<file path="config.mk">
export PLATFORM = sky130hd
export DESIGN_NAME = exc_commit_ctrl
export DESIGN_NICKNAME = d
export VERILOG_FILES = /design/src/rtl/exc_commit_pkg.sv /design/src/rtl/exc_fetch_pc.sv /design/src/rtl/exc_pipe_stage.sv /design/src/rtl/exc_commit_unit.sv /design/src/rtl/exc_commit_ctrl.sv
export SDC_FILE = /design/constraint.sdc
export NUM_CORES = 1
export LEC_CHECK = 0
export CAP_MARGIN = 5
export CORE_MARGIN = 10
export CORE_UTILIZATION = 40
export CTS_CLUSTER_SIZE = 8
export DETAILED_ROUTE_END_ITERATION = 8
export PLACE_DENSITY_LB_ADDON = 0.2
export SETUP_SLACK_MARGIN = 0.4
export SLEW_MARGIN = 20
export SYNTH_ARGS = -nofsm -noshare
export SYNTH_HDL_FRONTEND = slang
export SYNTH_HIERARCHICAL = 1
export SYNTH_SLANG_ARGS = --single-unit
</file>
<file path="constraint.sdc">
create_clock -name clk -period 2.58 [get_ports clk]
set_clock_uncertainty 0.05 [all_clocks]
set_input_delay 0.387 -clock clk [delete_from_list [all_inputs] [get_ports clk]]
set_output_delay 0.387 -clock clk [all_outputs]
set_load 0.05 [all_outputs]
</file>
<file path="src/rtl/exc_commit_pkg.sv">
package exc_commit_pkg;

   typedef enum logic [2:0] {
      EXC_NONE       = 3'd0,
      EXC_FETCH_ADDR = 3'd1,
      EXC_ILLEGAL    = 3'd2,
      EXC_OVERFLOW   = 3'd3,
      EXC_DATA_ADDR  = 3'd4,
      EXC_EXT_IRQ    = 3'd5
   } exc_cause_e;

   localparam int CAUSE_W = 3;

   // cause code that a fault seen in stage k attaches to its instruction
   function automatic logic [CAUSE_W-1:0] stage_fault_code(input int k);
      return CAUSE_W'(k + 1);
   endfunction

endpackage

</file>
<file path="src/rtl/exc_fetch_pc.sv">
module exc_fetch_pc #(
   parameter int          PC_W       = 32,
   parameter logic [63:0] RESET_PC   = 64'h1000,
   parameter logic [63:0] HANDLER_PC = 64'h0180,
   parameter int          PC_STEP    = 4
) (
   input  logic            clk,
   input  logic            rst_n,
   input  logic            advance_i,
   input  logic            redirect_i,
   output logic [PC_W-1:0] pc_o
);

   localparam logic [PC_W-1:0] STEP_V    = PC_W'(PC_STEP);
   localparam logic [PC_W-1:0] RESET_V   = RESET_PC[PC_W-1:0];
   localparam logic [PC_W-1:0] HANDLER_V = HANDLER_PC[PC_W-1:0];

   logic [PC_W-1:0] pc_q;

   always_ff @(posedge clk or negedge rst_n) begin
      if (!rst_n) begin
         pc_q <= RESET_V;
      end else if (redirect_i) begin
         pc_q <= HANDLER_V;
      end else if (advance_i) begin
         pc_q <= pc_q + STEP_V;
      end
   end

   assign pc_o = pc_q;

endmodule

</file>
<file path="src/rtl/exc_pipe_stage.sv">
module exc_pipe_stage
   import exc_commit_pkg::*;
#(
   parameter int                 PC_W       = 32,
   parameter logic [CAUSE_W-1:0] FAULT_CODE = 3'd1,
   parameter bit                 KILL_SCRUB = 1'b0
) (
   input  logic               clk,
   input  logic               rst_n,
   input  logic               kill_i,
   input  logic               valid_i,
   input  logic [PC_W-1:0]    pc_i,
   input  logic [CAUSE_W-1:0] cause_i,
   input  logic               fault_i,
   output logic               valid_o,
   output logic [PC_W-1:0]    pc_o,
   output logic [CAUSE_W-1:0] cause_o
);

   logic               valid_q;
   logic [PC_W-1:0]    pc_q;
   logic [CAUSE_W-1:0] cause_q;
   logic [CAUSE_W-1:0] cause_d;

   // the first fault wins: a cause that is already set is never replaced
   always_comb begin
      cause_d = cause_i;
      if (valid_i && fault_i && (cause_i == EXC_NONE)) begin
         cause_d = FAULT_CODE;
      end
   end

   always_ff @(posedge clk or negedge rst_n) begin
      if (!rst_n) begin
         valid_q <= 1'b0;
      end else begin
         valid_q <= valid_i & ~kill_i;
      end
   end

   generate
      if (KILL_SCRUB) begin : g_scrub
         always_ff @(posedge clk or negedge rst_n) begin
            if (!rst_n) begin
               pc_q    <= '0;
               cause_q <= EXC_NONE;
            end else if (kill_i) begin
               pc_q    <= '0;
               cause_q <= EXC_NONE;
            end else begin
               pc_q    <= pc_i;
               cause_q <= cause_d;
            end
         end
      end else begin : g_keep
         always_ff @(posedge clk or negedge rst_n) begin
            if (!rst_n) begin
               pc_q    <= '0;
               cause_q <= EXC_NONE;
            end else begin
               pc_q    <= pc_i;
               cause_q <= cause_d;
            end
         end
      end
   endgenerate

   assign valid_o = valid_q;
   assign pc_o    = pc_q;
   assign cause_o = cause_q;

endmodule

</file>
<file path="src/rtl/exc_commit_unit.sv">
module exc_commit_unit
   import exc_commit_pkg::*;
#(
   parameter int PC_W = 32
) (
   input  logic               clk,
   input  logic               rst_n,
   input  logic               w_valid_i,
   input  logic [PC_W-1:0]    w_pc_i,
   input  logic [CAUSE_W-1:0] w_cause_i,
   input  logic               irq_i,
   output logic               take_o,
   output logic               commit_o,
   output logic [CAUSE_W-1:0] cause_o,
   output logic [PC_W-1:0]    epc_o
);

   logic               take;
   logic [CAUSE_W-1:0] trap_code;
   logic [CAUSE_W-1:0] cause_q;
   logic [PC_W-1:0]    epc_q;

   // the interrupt outranks the instruction's own fault
   always_comb begin
      take      = w_valid_i && (irq_i || (w_cause_i != EXC_NONE));
      trap_code = irq_i ? EXC_EXT_IRQ : w_cause_i;
   end

   always_ff @(posedge clk or negedge rst_n) begin
      if (!rst_n) begin
         cause_q <= EXC_NONE;
         epc_q   <= '0;
      end else if (take) begin
         cause_q <= trap_code;
         epc_q   <= w_pc_i;
      end
   end

   assign take_o   = take;
   assign commit_o = w_valid_i && !take;
   assign cause_o  = cause_q;
   assign epc_o    = epc_q;

endmodule

</file>
<file path="src/rtl/exc_commit_ctrl.sv">
module exc_commit_ctrl
   import exc_commit_pkg::*;
#(
   parameter int          PC_W       = 32,
   parameter logic [63:0] RESET_PC   = 64'h1000,
   parameter logic [63:0] HANDLER_PC = 64'h0180,
   parameter int          PC_STEP    = 4,
   parameter bit          KILL_SCRUB = 1'b0
) (
   input  logic               clk,
   input  logic               rst_n,
   input  logic               fetch_en_i,
   input  logic [3:0]         fault_i,
   input  logic               irq_i,
   output logic [PC_W-1:0]    fetch_pc_o,
   output logic [3:0]         stage_valid_o,
   output logic               commit_o,
   output logic [PC_W-1:0]    commit_pc_o,
   output logic               exc_take_o,
   output logic [CAUSE_W-1:0] cause_o,
   output logic [PC_W-1:0]    epc_o
);

   localparam int NUM_SRC = 4;        // fetch, decode, execute, memory
   localparam int NUM_REG = NUM_SRC;  // decode .. writeback registers
   localparam int WB      = NUM_REG - 1;

   generate
      if (PC_W < 8 || PC_W > 64) begin : g_bad_pc_w
         $error("PC_W out of range");
      end
      if (PC_STEP <= 0 || (PC_STEP & (PC_STEP - 1)) != 0) begin : g_bad_step
         $error("PC_STEP must be a power of two");
      end
      if ((HANDLER_PC % PC_STEP) != 0 || (RESET_PC % PC_STEP) != 0) begin : g_bad_align
         $error("reset and handler PCs must be PC_STEP aligned");
      end
   endgenerate

   logic                             kill;
   logic [PC_W-1:0]                  f_pc;
   logic [NUM_REG-1:0]               in_valid;
   logic [NUM_REG-1:0][PC_W-1:0]     in_pc;
   logic [NUM_REG-1:0][CAUSE_W-1:0]  in_cause;
   logic [NUM_REG-1:0]               st_valid;
   logic [NUM_REG-1:0][PC_W-1:0]     st_pc;
   logic [NUM_REG-1:0][CAUSE_W-1:0]  st_cause;

   exc_fetch_pc #(
      .PC_W       (PC_W),
      .RESET_PC   (RESET_PC),
      .HANDLER_PC (HANDLER_PC),
      .PC_STEP    (PC_STEP)
   ) i_fetch_pc (
      .clk        (clk),
      .rst_n      (rst_n),
      .advance_i  (fetch_en_i),
      .redirect_i (kill),
      .pc_o       (f_pc)
   );

   generate
      for (genvar j = 0; j < NUM_REG; j++) begin : g_stage
         if (j == 0) begin : g_from_fetch
            assign in_valid[j] = fetch_en_i;
            assign in_pc[j]    = f_pc;
            assign in_cause[j] = EXC_NONE;
         end else begin : g_from_prev
            assign in_valid[j] = st_valid[j-1];
            assign in_pc[j]    = st_pc[j-1];
            assign in_cause[j] = st_cause[j-1];
         end

         exc_pipe_stage #(
            .PC_W       (PC_W),
            .FAULT_CODE (stage_fault_code(j)),
            .KILL_SCRUB (KILL_SCRUB)
         ) i_stage (
            .clk     (clk),
            .rst_n   (rst_n),
            .kill_i  (kill),
            .valid_i (in_valid[j]),
            .pc_i    (in_pc[j]),
            .cause_i (in_cause[j]),
            .fault_i (fault_i[j]),
            .valid_o (st_valid[j]),
            .pc_o    (st_pc[j]),
            .cause_o (st_cause[j])
         );
      end
   endgenerate

   exc_commit_unit #(
      .PC_W (PC_W)
   ) i_commit (
      .clk       (clk),
      .rst_n     (rst_n),
      .w_valid_i (st_valid[WB]),
      .w_pc_i    (st_pc[WB]),
      .w_cause_i (st_cause[WB]),
      .irq_i     (irq_i),
      .take_o    (kill),
      .commit_o  (commit_o),
      .cause_o   (cause_o),
      .epc_o     (epc_o)
   );

   assign fetch_pc_o    = f_pc;
   assign stage_valid_o = st_valid;
   assign commit_pc_o   = st_pc[WB];
   assign exc_take_o    = kill;

endmodule

</file>
==> summary.md, run 1 <==
| Metric | Value |
|---|---|
| Hold endpoint | g_stage[3].i_stage/pc_o[6] |
| Area growth syn-to-layout | 35.3% |
| Site Rows | 47 |
| Max VDD drop | 614 uV |
| DRC viols | 0 |
| Hold_sp | g_stage[2].i_stage/pc_o[6] |
| Final hold violation count | 0 |
| Gate power share | 0.190 |
| Fin. max-slew vios | 0 |
| Total CTS buffers | 30 |
| Clk pwr share | 0.385 |
| Iter 0 DRT Violations | approximately 180 |
| DP HPWL | about 8500 um |
| Critical path startpoint category | flip-flop |
| Top cells by area, synth | dfrtp_1 (77%), mux2_4 (5.8%), or4_1 (1.3%) |
| Fin nets | ~580 |
| Clock Latency Late Sink | between 0.5 and 0.6 ns |
| Arrival time at the worst endpoint | around 2.6 ns |
| WL/cell | 17.3 um |
| Seq pwr share | 0.425 |
| Post-synthesis sequential area ratio | 0.771 |
| All-Layer GR Usage | 0.119 |
| Pleak | 4.43 nW |
| # placed instances | 743 |
| Critical path peak fanout | 8 |
| Starting Density | 0.409 |
| P_int | approximately 6.3 mW |
| FF-to-FF path depth | 5 |
| # IOs | 113 |
| Die X | 150 um |
| Root Driver | clkbuf_16 |
| Critical path buffer and inverter count | 0 |
| Worst r2r dst | i_fetch_pc/pc_o[26] |
| Setup CP Type | flip-flop to flip-flop |
| Filler cells | 1365 |
| Initial antenna violation count | 0 |
| Pin count of the biggest net entering global routing | a little under 70 |
| Synth area leader | dfrtp_1 |
| Worst hold slack | approximately 0.29 ns |
| GR Overflow Total | 0 |
| Period utilisation layout | 0.861 |
| Share of the synthesized area in the top cell type | 0.767 |
| DRT antenna net count | 0 |
| Synth Instances | between 400 and 500 |
| Post-Route WL | approximately 14000 um |
| R2r setup slk | between 0.3 and 0.4 ns |
| # setup viols final | 0 |
| Crit-path cells | ha_1 -> nand2_1 -> or4_4 -> or4_1 -> a21oi_1 |
| Clock period minus worst slack | around 2.2 ns |
| Max_cap viols | 0 |
| Switching share of power | 0.274 |
| Vias per cell | 4.85 |
| Layout cells sized above 1 | 0.199 |
| Bufs on Longest Clock Path | 3 |
| Ant. Diodes | 0 |
| RD Place Congestion | 0.774 |
| Vias in the first global route | about 4000 |
| Required time of the critical path | approximately 3.0 ns |
| Worst-margin pin slew | 0.550 ns |
| Grt met2 use | 0.203 |
| HP Class | flip-flop to flip-flop |
| F_max | roughly 0.45 GHz |
| P per Cell Area | between 900 and 1000 nW/um^2 |
| Port-buffer cells | 110 |
| Flops & latches, synth | about 210 |
| H-tree depth | 1 |
| CP endpoint kind | flip-flop |
| CTS tree | done |
| Met1 Track Usage GR | 0.144 |
| Post-Syn Area per Cell | around 16 um^2 |
| Met3 usage | 0.0339 |
| Unrepaired setup endpoints after global routing | true |
| Die H | 150 um |
| Cell area after synthesis | a little under 7000 um^2 |
| YS warnings | 6 |
| CP top delay family | simple AND/OR/NAND/NOR gates |
| Largest stage delay, worst path | ~0.62 ns |
| Clock sink count | 209 |
| Hold Path Stages | 0 |
| First-pass GRT wire length | about 22000 um |
| Core area | roughly 17000 um^2 |
| Via count | roughly 3800 |
| Slew Limit Headroom | 0.635 |
| Status | complete, no violations |
| Reg2reg start | i_fetch_pc/pc_o[2] |
| Yosys cell types | 40 |
| Clock-pin slew on the worst setup and hold paths | 0.05 ns |
| Drt pass-1 iters | 4 |
| CP max-delay cell | or4_4 |
| Post-Layout Cell Count | between 700 and 800 |
| GRT busiest layer | met2 |
| Switch Pwr | 2.36 mW |
| Die area | between 20000 and 25000 um^2 |
==> synthesized netlist by cell type (all sizes together) <==
cell / n
conb: 2
or4: 12
ha: 1
and4: 3
nand4: 6
o21bai: 2
nand2b: 1
nand2: 12
or3b: 1
o41a: 1
dfrtp: 208
mux2i: 1
xnor2: 8
o21ai: 15
o31ai: 8
xor2: 2
o211ai: 1
nor3: 5
nor4: 4
inv: 8
buf: 9
nor2: 15
nand3b: 2
dfstp: 1
mux2: 33
and2: 1
a31o: 3
a21oi: 17
nand4b: 1
clkbuf: 14
or3: 8
nor2b: 5
and3: 2
nand3: 9
==> registers in the layout (all words and copies together) (netlist names) <==
register                 flops
g_stage.i_stage/cause_o     12
g_stage.i_stage/pc_o       128
g_stage.i_stage/valid_o      4
i_commit/cause_o             3
i_commit/epc_o              32
i_fetch_pc/pc_o             30
==> layout make-up <==
type,count,area [um^2],area share
Tap cell,220,275,0.0300
Multi-Input combinational cell,187,1470,0.160
Clock inverter,1,8.76,0.000954
Inverter,8,30.0,0.00327
Sequential cell,209,5250,0.572
Timing Repair Buffer,131,1360,0.148
Clock buffer,36,795,0.0865
==> cell usage in the layout, fill, tap and decap left out, drive strengths merged, types with 3 or more instances in the layout <==
cell type,n
dfrtp,208
nand3,9
inv,8
o21ai,15
a21oi,17
a31o,3
nor2b,5
nor2,15
nand2,12
or4,13
or3,8
nand4,6
clkbuf,36
nor3,5
o31ai,8
mux2,33
dlymetal6s2s,6
nor4,4
dlygate4sd2,32
clkdlybuf4s50,69
conb,7
and4,3
xnor2,8
buf,21
==> power groups by stage <==
| stage | Sequential [mW] | Combinational (mW) | Clock, mW |
|---|---|---|---|
| after floorplan | 4.18 | 0.548 | 0 |
| final | 3.66 | 1.64 | 3.32 |
| after CTS | 3.67 | 1.65 | 3.41 |
| after global routing | 3.69 | 1.73 | 3.58 |
| after global placement | 3.71 | 1.46 | 0 |
| after detailed placement | 3.72 | 1.48 | 0 |
==> worst max path at each step <==
stage | cells past startpoint | end | slack (ns) | start
CTS | 7 | i_fetch_pc/pc_o[16] | 0.35 | g_stage[3].i_stage/valid_o
finish | 5 | i_fetch_pc/pc_o[26] | 0.36 | i_fetch_pc/pc_o[2]
floorplan | 8 | i_fetch_pc/pc_o[24] | 0.13 | g_stage[3].i_stage/valid_o
global placement | 7 | i_fetch_pc/pc_o[16] | 0.06 | irq_i
global route | 5 | i_fetch_pc/pc_o[26] | 0.29 | i_fetch_pc/pc_o[2]
detailed placement | 7 | i_fetch_pc/pc_o[20] | -0.002 | irq_i
==> per-stage QoR <==
step	instance area [um^2]	worst slack (ns)	util	total power, mW	setup TNS, ns
after global routing	9180	0.291	0.554	9.00	0
after detailed placement	8210	-0.00211	0.495	5.20	-0.00211
after floorplan	6880	0.128	-	4.73	0
final	9180	0.359	0.554	8.61	0
after global placement	8210	0.0585	0.495	5.18	0
after CTS	9090	0.353	0.548	8.74	0
==> per-layer routing <==
metal / wire length (um) / vias up / part of all wire
met5: 0 / - / 0
met4: 243 / 0 / 0.018
met3: 1070 / 24 / 0.078
met2: 6850 / 121 / 0.50
met1: 5500 / 1964 / 0.40
li1: - / 1729 / -
==> kinds of logic after synthesis <==
logic type	synth area share
other	0.00111
DFF	0.771
adders and majority gates	0.00184
muxes	0.0706
and+or+nand+nor	0.0747
buffers and inverters	0.0262
xor gates and xnor gates	0.0129
AOI/OAI and AO/OA	0.0420
==> what timing repair did <==
item                                    CTS  global route
setup buffers                             2             5
pin swaps                                 2             4
gates cloned                              2             2
endpoints found under the setup margin   39            22
hold buffers                              1             0
endpoints found under the hold margin    63             0
resized for setup                        36            13
No activity file was read; power rests on OpenSTA's default activity.
==> run 2: changes to the inputs <==
--- a/config.mk
+++ b/config.mk
@@ -12,7 +12,7 @@
 export DETAILED_ROUTE_END_ITERATION = 8
 export PLACE_DENSITY_LB_ADDON = 0.2
 export SETUP_SLACK_MARGIN = 0.4
-export SLEW_MARGIN = 20
+export SLEW_MARGIN = 25
 export SYNTH_ARGS = -nofsm -noshare
 export SYNTH_HDL_FRONTEND = slang
 export SYNTH_HIERARCHICAL = 1
==> constraint.sdc (replaced) <==
create_clock -name clk -period 2.4 [get_ports clk]
set_clock_uncertainty 0.05 [all_clocks]
set_input_delay 0.36 -clock clk [delete_from_list [all_inputs] [get_ports clk]]
set_output_delay 0.36 -clock clk [all_outputs]
set_load 0.05 [all_outputs]
==> run 2 against run 1 <==
Utilization increased by 0.17 points. Sequential share of layout area is 0.16 points lower. Final cell count up 0.76%.
==> summary.md, run 2 (synthesis gave the netlist of run 1 again) <==
| Metric | Value |
|---|---|
| Area growth syn-to-layout | 35.7% |
| Max VDD drop | 511 uV (-17%) |
| P per Cell Area | 997 nW/um^2 (+6.3%) |
| Fin. max-slew vios | 0 (unchanged) |
| Switch Pwr | 2.55 mW (+8.2%) |
| Setup ws final | 0.246 ns (-0.113 ns) |
| Pin count of the biggest net entering global routing | 72 (+5.9%) |
| Setup CP Type | flip-flop to flip-flop |
| # IOs | 113 (unchanged) |
| # setup viols final | 0 (unchanged) |
| Worst-margin pin slew | 0.544 ns (-0.00588 ns) |
| Commonest non-fill, non-tap cell in the layout | dfrtp_1 |
| Post-Layout Cell Count | 798 (+0.76%) |
| DRT antenna net count | 0 (unchanged) |
| Pleak | 4.62 nW (+4.2%) |
| Iter 0 DRT Violations | 246 (+36%) |
| # placed instances | 752 (+1.2%) |
| Seq pwr share | 0.429 (+0.004) |
| Die H | 150 um (unchanged) |
| Dpl cell area | 8300 um^2 (+1.1%) |
| Drt pass-1 iters | 4 (unchanged) |
| DP HPWL | 9020 um (+5.7%) |
| Site Rows | 47 (unchanged) |
| Critical path startpoint category | flip-flop |
| Clock Latency Late Sink | 0.52 ns (about the same) |
| Fin nets | 582 (+1.0%) |
| Initial antenna violation count | 0 (unchanged) |
| Gate power share | 0.183 (-0.007) |
| Die area | 22600 um^2 (unchanged) |
| P_int | 6.63 mW (+6.0%) |
| Post-Route WL | 13500 um (-1.1%) |
| Core area | 16600 um^2 (unchanged) |
| Layout cells sized above 1 | 0.265 (+0.0654) |
| Critical path peak fanout | 7 (-1) |
| Vias in the first global route | 4065 (+1.6%) |
| All-Layer GR Usage | 0.121 (+0.00193) |
| Via count | 3817 (-0.55%) |
| Bufs on Longest Clock Path | 3 (unchanged) |
| Dpl ws | -0.217 ns (-0.215 ns) |
| Ant. Diodes | 0 (unchanged) |
| F_max | 0.464 GHz (+3.1%) |
| Clock-pin slew on the worst setup and hold paths | 0.06 ns (about the same) |
| Required time of the critical path | 2.75 ns (-0.20 ns) |
| Power, Total | 9.19 mW (+6.6%) |
| Vias per cell | 4.78 (-1.3%) |
| WL/cell | 16.9 um (-1.8%) |
| Worst hold slack | 0.288 ns (+0.00197 ns) |
| Status | complete, no violations |
| CP endpoint kind | flip-flop |
| Max_cap viols | 0 (unchanged) |
| Arrival time at the worst endpoint | 2.50 ns (-0.10 ns) |
| Total CTS buffers | 30 (unchanged) |
| GR Overflow Total | 0 (unchanged) |
| First-pass GRT wire length | 22100 um (+2.2%) |
| R2r setup slk | 0.25 ns (-0.11 ns) |
| Commonest non-fill, non-tap cells in the layout | dfrtp_1 (196), dlygate4sd2_1 (90), clkbuf_16 (31) |
| Switching share of power | 0.278 (+0.00407) |
| Unrepaired setup endpoints after global routing | true |
| H-tree depth | 1 (unchanged) |
| DRC viols | 0 (unchanged) |
| Port-buffer cells | 110 (unchanged) |
| Clk pwr share | 0.388 (+0.003) |
| Final hold violation count | 0 (unchanged) |
| Setup TNS | 0 ns (unchanged) |
| Clock sink count | 209 (unchanged) |
| Fin util | 0.555 (+0.00166) |
| HP Class | flip-flop to flip-flop |
| RD Place Congestion | 0.772 (-0.17%) |
| Max FFs per register | 128 (unchanged) |
| Root Driver | clkbuf_16 |
| Clock period minus worst slack | 2.15 ns (-0.0670 ns) |
| Starting Density | 0.409 (unchanged) |
| Die X | 150 um (unchanged) |
| Slew Limit Headroom | 0.638 (+0.00391) |
| CTS tree | done |
| Period utilisation layout | 0.897 (+0.0367) |
| Finished Cell Area | 9210 um^2 (+0.30%) |
## run 2: critical path: stages, from the launching register on
cell	delay [ns]
dfstp_4	0.64
nand4_1	0.12
or4_4	0.60
buf_4	0.17
o31ai_1	0.35
a21oi_2	0.10
## run 2: metal layers
layer,track usage,share of wire,up-vias
li1,-,-,1729
met1,0.146,0.41,1959
met2,0.201,0.50,107
met3,0.0336,0.074,22
met4,0.0476,0.021,0
met5,0,0,-
## run 2: final timing paths
path / startpoint / endpoint / cells after the start
min in group asynchronous: rst_n / i_commit/cause_o[1] / 2
min reg2reg: g_stage[2].i_stage/pc_o[5] / g_stage[3].i_stage/pc_o[5] / 0
max: i_fetch_pc/pc_o[12] / i_fetch_pc/pc_o[26] / 5
min: g_stage[2].i_stage/pc_o[5] / g_stage[3].i_stage/pc_o[5] / 0
max in group asynchronous: rst_n / i_fetch_pc/pc_o[12] / 3
max reg2reg: i_fetch_pc/pc_o[12] / i_fetch_pc/pc_o[26] / 5
## run 2: what timing repair did
action | CTS | global route
hold buffers | 1 | 0
cloned | 1 | 1
setup buffers | 6 | 0
endpoints found under the hold margin | 67 | 0
pin swaps | 5 | 5
endpoints found under the setup margin | 128 | 53
gates resized for setup | 122 | 37
## run 2: area by class of cell
type	count	area, um^2
inverter	8	30.0
multi-input combinational	187	1580
fill	1363	7370
clock inverter	1	8.76
timing repair buffer	137	1270
sequential	209	5250
tap	220	275
clock buffer	36	795
## run 2: power by group through the flow
stage	registers [mW]	clock network (mW)	logic, mW
global route	3.97	3.86	1.78
floorplan	4.50	0	0.591
detailed placement	4.00	0	1.63
global placement	3.98	0	1.61
finish	3.94	3.57	1.68
CTS	3.94	3.68	1.66
